==> config.mk <==
export PLATFORM = sky130hd
export DESIGN_NAME = clkpwr_ctrl
export DESIGN_NICKNAME = d
export VERILOG_FILES = /design/src/rtl/cpm_pkg.sv /design/src/rtl/cpm_rst_qual.sv /design/src/rtl/cpm_divider.sv /design/src/rtl/cpm_mode.sv /design/src/rtl/clkpwr_ctrl.sv
export SDC_FILE = /design/constraint.sdc
export NUM_CORES = 1
export LEC_CHECK = 0
export ABC_AREA = 1
export BUFFER_PORTS_ARGS = -buffer_cell sky130_fd_sc_hd__buf_2
export CORE_MARGIN = 10
export CORE_UTILIZATION = 30
export CTS_BUF_LIST = sky130_fd_sc_hd__clkbuf_2 sky130_fd_sc_hd__clkbuf_4 sky130_fd_sc_hd__clkbuf_8
export CTS_CLUSTER_DIAMETER = 200
export DETAILED_ROUTE_END_ITERATION = 7
export PLACE_DENSITY = 0.47
export SLEW_MARGIN = 15
export SYNTH_ARGS = -nofsm -noshare
export SYNTH_HDL_FRONTEND = slang
export SYNTH_SLANG_ARGS = --single-unit
==> constraint.sdc <==
create_clock -name osc_clk -period 3.4 [get_ports osc_clk]
set_clock_uncertainty 0.1 [all_clocks]
set_input_delay 0.17 -clock osc_clk [delete_from_list [all_inputs] [get_ports osc_clk]]
set_output_delay 0.17 -clock osc_clk [all_outputs]
set_load 0.01 [all_outputs]
==> src/rtl/cpm_pkg.sv <==
package cpm_pkg;
  typedef enum logic [1:0] {
    PM_RUN  = 2'd0,
    PM_IDLE = 2'd1,
    PM_WAKE = 2'd2,
    PM_DOWN = 2'd3
  } pm_state_e;

  localparam int unsigned REQ_IDLE_BIT = 0;
  localparam int unsigned REQ_DOWN_BIT = 1;
  localparam int unsigned REQ_W        = 2;
endpackage

==> src/rtl/cpm_rst_qual.sv <==
module cpm_rst_qual #(
  parameter int unsigned QUAL_CLKS = 24
) (
  input  logic clk,
  input  logic pin_i,
  output logic rst_o,
  output logic preset_o
);
  localparam int unsigned CW = $clog2(QUAL_CLKS + 1);
  localparam logic [CW-1:0] LAST = CW'(QUAL_CLKS - 1);
  localparam logic [CW-1:0] FULL = CW'(QUAL_CLKS);

  logic [CW-1:0] hold_q = '0;
  logic          rst_q  = 1'b0;

  // Saturating count of consecutive edges with the pin high.
  always_ff @(posedge clk) begin
    if (!pin_i) begin
      hold_q <= '0;
      rst_q  <= 1'b0;
    end else begin
      if (hold_q != FULL) hold_q <= hold_q + CW'(1);
      if (hold_q == LAST) rst_q <= 1'b1;
    end
  end

  assign rst_o    = rst_q;
  // Ports go high at once, long before qualification completes.
  assign preset_o = pin_i | rst_q;

  // internal reset only appears once the whole window has elapsed
  a_r4_full_hold: assert property (@(posedge clk) disable iff (!pin_i)
    $rose(rst_q) |-> (hold_q == FULL));
endmodule

==> src/rtl/cpm_divider.sv <==
module cpm_divider #(
  parameter int unsigned OSC_PER_MC = 12
) (
  input  logic clk,
  input  logic clr_i,
  input  logic run_i,
  output logic tick_o,
  output logic wrap_o,
  output logic stb_o,
  output logic per_en_o
);
  localparam int unsigned STATES = OSC_PER_MC / 2;
  localparam int unsigned SW     = (STATES > 1) ? $clog2(STATES) : 1;
  localparam logic [SW-1:0] S_LAST = SW'(STATES - 1);

  logic          half_q = 1'b0;
  logic [SW-1:0] st_q   = '0;
  logic          stb_q  = 1'b0;
  logic          per_q  = 1'b0;

  // Divide-by-two toggle, then the state counter advances on its odd phase.
  always_ff @(posedge clk) begin
    if (clr_i) begin
      half_q <= 1'b0;
      st_q   <= '0;
    end else if (run_i) begin
      half_q <= ~half_q;
      if (half_q) st_q <= (st_q == S_LAST) ? '0 : st_q + SW'(1);
    end
  end

  assign tick_o = run_i & half_q & ~clr_i;
  assign wrap_o = tick_o & (st_q == S_LAST);

  always_ff @(posedge clk) begin
    if (clr_i) begin
      stb_q <= 1'b0;
      per_q <= 1'b0;
    end else begin
      stb_q <= wrap_o;
      per_q <= tick_o;
    end
  end

  assign stb_o    = stb_q;
  assign per_en_o = per_q;

  // boundary strobe lasts one clock
  a_r2_single_pulse: assert property (@(posedge clk) disable iff (clr_i)
    stb_q |=> !stb_q);
  // peripheral enable at half rate, never two in a row
  a_r1_half_rate: assert property (@(posedge clk) disable iff (clr_i)
    per_q |=> !per_q);
endmodule

==> src/rtl/cpm_mode.sv <==
module cpm_mode
  import cpm_pkg::*;
(
  input  logic             clk,
  input  logic             rst_i,
  input  logic             wr_i,
  input  logic [REQ_W-1:0] wdata_i,
  input  logic             irq_i,
  input  logic             tick_i,
  input  logic             wrap_i,
  output pm_state_e        state_o,
  output logic [REQ_W-1:0] bits_o,
  output logic             cpu_en_o
);
  pm_state_e        st_q   = PM_RUN;
  logic [REQ_W-1:0] bits_q = '0;
  logic             cpu_q  = 1'b0;

  always_ff @(posedge clk) begin
    if (rst_i) begin
      st_q   <= PM_RUN;
      bits_q <= '0;
      cpu_q  <= 1'b0;
    end else begin
      cpu_q <= tick_i && (st_q == PM_RUN);
      unique case (st_q)
        PM_RUN: begin
          if (wr_i) begin
            bits_q <= wdata_i;
            if (wdata_i[REQ_DOWN_BIT])      st_q <= PM_DOWN;
            else if (wdata_i[REQ_IDLE_BIT]) st_q <= PM_IDLE;
          end
        end
        PM_IDLE: begin
          if (irq_i) begin
            bits_q[REQ_IDLE_BIT] <= 1'b0;
            st_q                 <= PM_WAKE;
          end
        end
        PM_WAKE: begin
          if (wrap_i) st_q <= PM_RUN;
        end
        default: st_q <= PM_DOWN;
      endcase
    end
  end

  assign state_o  = st_q;
  assign bits_o   = bits_q;
  assign cpu_en_o = cpu_q;

  // power-down is left only through reset
  a_r7_down_sticky: assert property (@(posedge clk) disable iff (rst_i)
    (st_q == PM_DOWN) |=> (st_q == PM_DOWN));
  // interrupt wake clears the idle request
  a_r6_wake_clears: assert property (@(posedge clk) disable iff (rst_i)
    (st_q == PM_IDLE && irq_i) |=> !bits_q[REQ_IDLE_BIT]);
  // request bits frozen while the CPU is stopped and nothing wakes it
  a_r9_no_write_stopped: assert property (@(posedge clk) disable iff (rst_i)
    (st_q == PM_DOWN || (st_q == PM_IDLE && !irq_i)) |=> $stable(bits_q));
  // no CPU enable once idle has settled
  a_r5_cpu_stops: assert property (@(posedge clk) disable iff (rst_i)
    (st_q == PM_IDLE && $past(st_q) == PM_IDLE) |-> !cpu_q);
endmodule

==> src/rtl/clkpwr_ctrl.sv <==
module clkpwr_ctrl
  import cpm_pkg::*;
#(
  parameter int unsigned OSC_PER_MC = 12,
  parameter int unsigned QUAL_MC    = 2
) (
  input  logic       osc_clk,
  input  logic       rst_pin,
  input  logic       req_wr,
  input  logic [1:0] req_bits,
  input  logic       irq_pend,
  output logic       cpu_en,
  output logic       periph_en,
  output logic       mc_stb,
  output logic       rst_int,
  output logic       port_preset,
  output logic [1:0] mode_bits
);
  localparam int unsigned QUAL_CLKS = OSC_PER_MC * QUAL_MC;

  pm_state_e st;
  logic      run;
  logic      tick;
  logic      wrap;

  cpm_rst_qual #(.QUAL_CLKS(QUAL_CLKS)) u_qual (
    .clk      (osc_clk),
    .pin_i    (rst_pin),
    .rst_o    (rst_int),
    .preset_o (port_preset)
  );

  assign run = !rst_int && (st != PM_DOWN);

  cpm_divider #(.OSC_PER_MC(OSC_PER_MC)) u_div (
    .clk      (osc_clk),
    .clr_i    (rst_int),
    .run_i    (run),
    .tick_o   (tick),
    .wrap_o   (wrap),
    .stb_o    (mc_stb),
    .per_en_o (periph_en)
  );

  cpm_mode u_mode (
    .clk      (osc_clk),
    .rst_i    (rst_int),
    .wr_i     (req_wr),
    .wdata_i  (req_bits),
    .irq_i    (irq_pend),
    .tick_i   (tick),
    .wrap_i   (wrap),
    .state_o  (st),
    .bits_o   (mode_bits),
    .cpu_en_o (cpu_en)
  );

  // CPU enable never appears without the peripheral enable
  a_r5_cpu_within_periph: assert property (@(posedge osc_clk) disable iff (rst_int)
    cpu_en |-> periph_en);
  // settled power-down keeps every enable and strobe low
  a_r7_down_quiet: assert property (@(posedge osc_clk) disable iff (rst_int)
    (st == PM_DOWN && $past(st) == PM_DOWN) |-> !(cpu_en || periph_en || mc_stb));
endmodule

==> flow_metrics.py <==
metrics = {
    "worst_hold_path": {
        "holdPathEnd": "u_qual.hold_q[0]",
        "hold_start": "rst_pin",
        "hold-path-cell-count": 3,
        "min_path_type": "input port to flop",
    },
    "synthesis": {
        "synth-async-reset-ratio_pct": 0,
        "synthTopCellsByArea": "dfxtp_1 41%, ha_1 9.0%, nor2_1 6.3%, inv_1 5.9%, a21oi_1 5.4%",
        "yosysMostFrequentCell": "dfxtp_1",
        "synth_ff_type": "dfxtp_1",
        "yosysUniqueCellTypes": 22,
        "synth_xor_area_share_pct": 0,
        "synth_cells": 102,
        "synth_compound_gate_area_share_pct": 12.82,
        "ys_seq_elements": 17,
        "yosysWarnings": 0,
        "synth_nets": 114,
        "synthAdderAreaFrac_pct": 9.050,
        "ys_seq_area_share_pct": 41.03,
        "synthSimpleGateAreaFrac_pct": 28.51,
        "synth_top_area_cell": "dfxtp_1",
        "synth.area.mux_share_pct": 0,
        "synthTopCellsByCount": "17 x dfxtp_1, 14 x nor2_1, 13 x inv_1",
        "syn_area_sq_um": 829.5,
        "synth_top_family_by_area": "simple AND/OR/NAND/NOR gates",
        "synth_area_per_cell_sq_um": 8.133,
        "synth-edff-count": 0,
        "synth_top_area_share_pct": 41.03,
    },
    "sta": {
        "maxSlewViolCount": 0,
        "max_slew_margin_pct": 85.79,
        "min_period_over_period_pct": 40.63,
        "timing.fmax_mhz": 724.0,
        "finalSetupViolations": 0,
        "setup_tns_ps": 0,
        "hold_viol_final": 0,
        "rsz0062_at_grt": "no",
        "worst-slew-pin-transition_ps": 212.1,
        "period_needed_ps": 1381,
    },
    "drt": {
        "drcViolationCount": 0,
        "routed_via_density": 4.362,
        "firstDrtPassIters": 4,
        "drt_iter0_drc": 15,
        "ant_nets": 0,
        "drt_wl_total_um": 1423,
        "vias": 650,
        "post_drt_wl_per_cell_um": 9.550,
    },
    "die": {
        "ios": 13,
        "coreArea_sq_um": 2710,
        "start_util_pct": 30.61,
        "row_count": 19,
        "die_h_um": 72.59,
        "dieArea_sq_um": 5269,
        "die_x_um": 72.59,
    },
    "grt": {
        "grt_usage_pct": 5.910,
        "grt_pass1_wl_um": 2532,
        "gr-total-overflow": 0,
        "grt_pass1_vias": 622,
        "antenna_found_initial": 0,
        "grt_max_degree": 11,
    },
    "cells_and_area": {
        "drive_above_1_share_pct": 27.97,
        "stdcell_area_sq_um": 958.4,
        "finalNetCount": 131,
        "area_delta_synth_final_pct": 15.54,
        "antenna_cells": 0,
    },
    "clock_tree": {
        "postCtsSetupBuffers": 0,
        "cts_resized": 0,
        "cts-root-buf": "clkbuf_4",
        "cts_hold_buf": 0,
        "clockBufferDepth": 2,
        "cts_sinks": 17,
        "cts_made_buffers": 3,
        "clk_latency_ps": 280,
        "clkTransAtPathRegs_ps": 90,
        "cts_tree": "yes",
        "h-tree-depth": 1,
    },
    "power_and_ir_drop": {
        "peakVddDrop_mv": 0.3158,
        "pwr_density_cell_nw_per_um2": 814.8,
        "total_leakage_power_nw": 0.4948,
    },
    "job": {
        "max_cap_viol_count": 0,
    },
    "setup_path": {
        "r2r_end": "u_mode.state_o[1]",
        "worstSetupEndpointType": "flop",
        "critPathBufInv": 2,
        "arrival_ps": 1470,
        "rr_startpoint": "u_mode.state_o[0]",
        "critical_path.cell_chain": "inv_1 -> ha_1 -> inv_2 -> o21ai_2 -> nor2_4 -> nand3_1 -> nand2_1 -> nor2_1",
        "cp-start-kind": "flop",
        "path_max_fanout": 4,
        "critPathTopFamily": "flip-flops",
        "reg2reg_slack_ps": 2020,
        "slowest_delay_ps": 390,
        "cp.required_ps": 3490,
        "crit_type": "flop to flop",
        "crit_slowest_cell": "dfxtp_1",
        "r2r_cells": 8,
    },
    "place": {
        "hpwl_um": 1180,
        "place_area_sq_um": 928.4,
        "gp_congestion": 0.7521,
        "portBuffers": 12,
    },
    "status": {
        "outcome": "finished, final reports clean",
    },
}
==> sequential cells by signal, summed over array words and instances, names as in the netlist <==
signal and cells:
u_mode.cpu_en_o 1, u_div.stb_o 1, u_div.half_q 1, u_mode.state_o 2, u_div.per_en_o 1, u_qual.rst_o 1, u_qual.hold_q 5, u_div.st_q 3
u_mode.bits_o 2
==> layout make-up <==
| class | count | area (sq um) |
|---|---|---|
| clock buffer | 4 | 30.03 |
| timing repair buffer | 12 | 60.06 |
| tap | 31 | 38.79 |
| sequential | 17 | 340.3 |
| inverter | 18 | 71.32 |
| multi-input combinational | 67 | 417.9 |
| fill | 313 | 1752 |
==> worst max-delay path by stage <==
| stage | from | end | cells past startpoint |
|---|---|---|---|
| floorplan | u_mode.state_o[0] | u_mode.state_o[0] | 8 |
| global placement | u_mode.state_o[0] | u_mode.state_o[0] | 8 |
| detailed placement | u_mode.state_o[0] | u_mode.state_o[1] | 8 |
| CTS | u_mode.state_o[0] | u_mode.state_o[1] | 8 |
| global route | u_mode.state_o[0] | u_mode.state_o[1] | 8 |
| finish | u_mode.state_o[0] | u_mode.state_o[1] | 8 |
==> where the power goes <==
group / switching, mW / internal (mW) / total [mW]
clock: 0.0583 / 0.0535 / 0.112
sequential: 0.0440 / 0.268 / 0.312
combinational: 0.212 / 0.145 / 0.357
total: 0.315 / 0.466 / 0.781
==> per-stage QoR <==
stage	std cells	util (%)	total power, mW	hold slack (ps)	worst slack, ps
5_1_grt	149	35.36	0.8685	39.61	1873
6_report	149	35.36	0.7809	49.22	2019
3_5_place_dp	145	34.26	0.6836	353.1	2023
3_3_place_gp	145	34.26	0.6799	352.9	2033
2_1_floorplan	102	-	0.6064	208.4	2136
4_1_cts	149	35.36	0.7999	37.24	2007
==> tightest hold or removal path: stages <==
cell	delay (ps)
buf_2	120
o21ai_0	70
a21oi_1	40
==> cell usage in the layout (no fill, tap or decap), drive strengths merged <==
master / n
dfxtp: 17
nor2: 17
inv: 17
nand2: 16
buf: 12
a21oi: 10
o21ai: 9
ha: 6
nand3: 4
clkbuf: 4
nand4: 2
nor3: 2
clkinv: 1
and3: 1
==> metal layers <==
| metal | part of all wire, % | track usage (%) | vias to the layer above |
|---|---|---|---|
| li1 | - | - | 355 |
| met1 | 42 | 5.882 | 278 |
| met2 | 50 | 10.02 | 15 |
| met3 | 7.9 | 3.537 | 2 |
| met4 | 0.84 | 1.899 | 0 |
| met5 | 0 | 0 | - |
==> cells by family (layout without fill, tap and decap cells) <==
kind of cell / count (synthesis) / count (layout)
simple gates: 42 / 42
compound gates: 19 / 19
buf+inv: 18 / 34
flops: 17 / 17
fa+ha+maj: 6 / 6
Note: power is estimated with default switching activity, not from simulation.
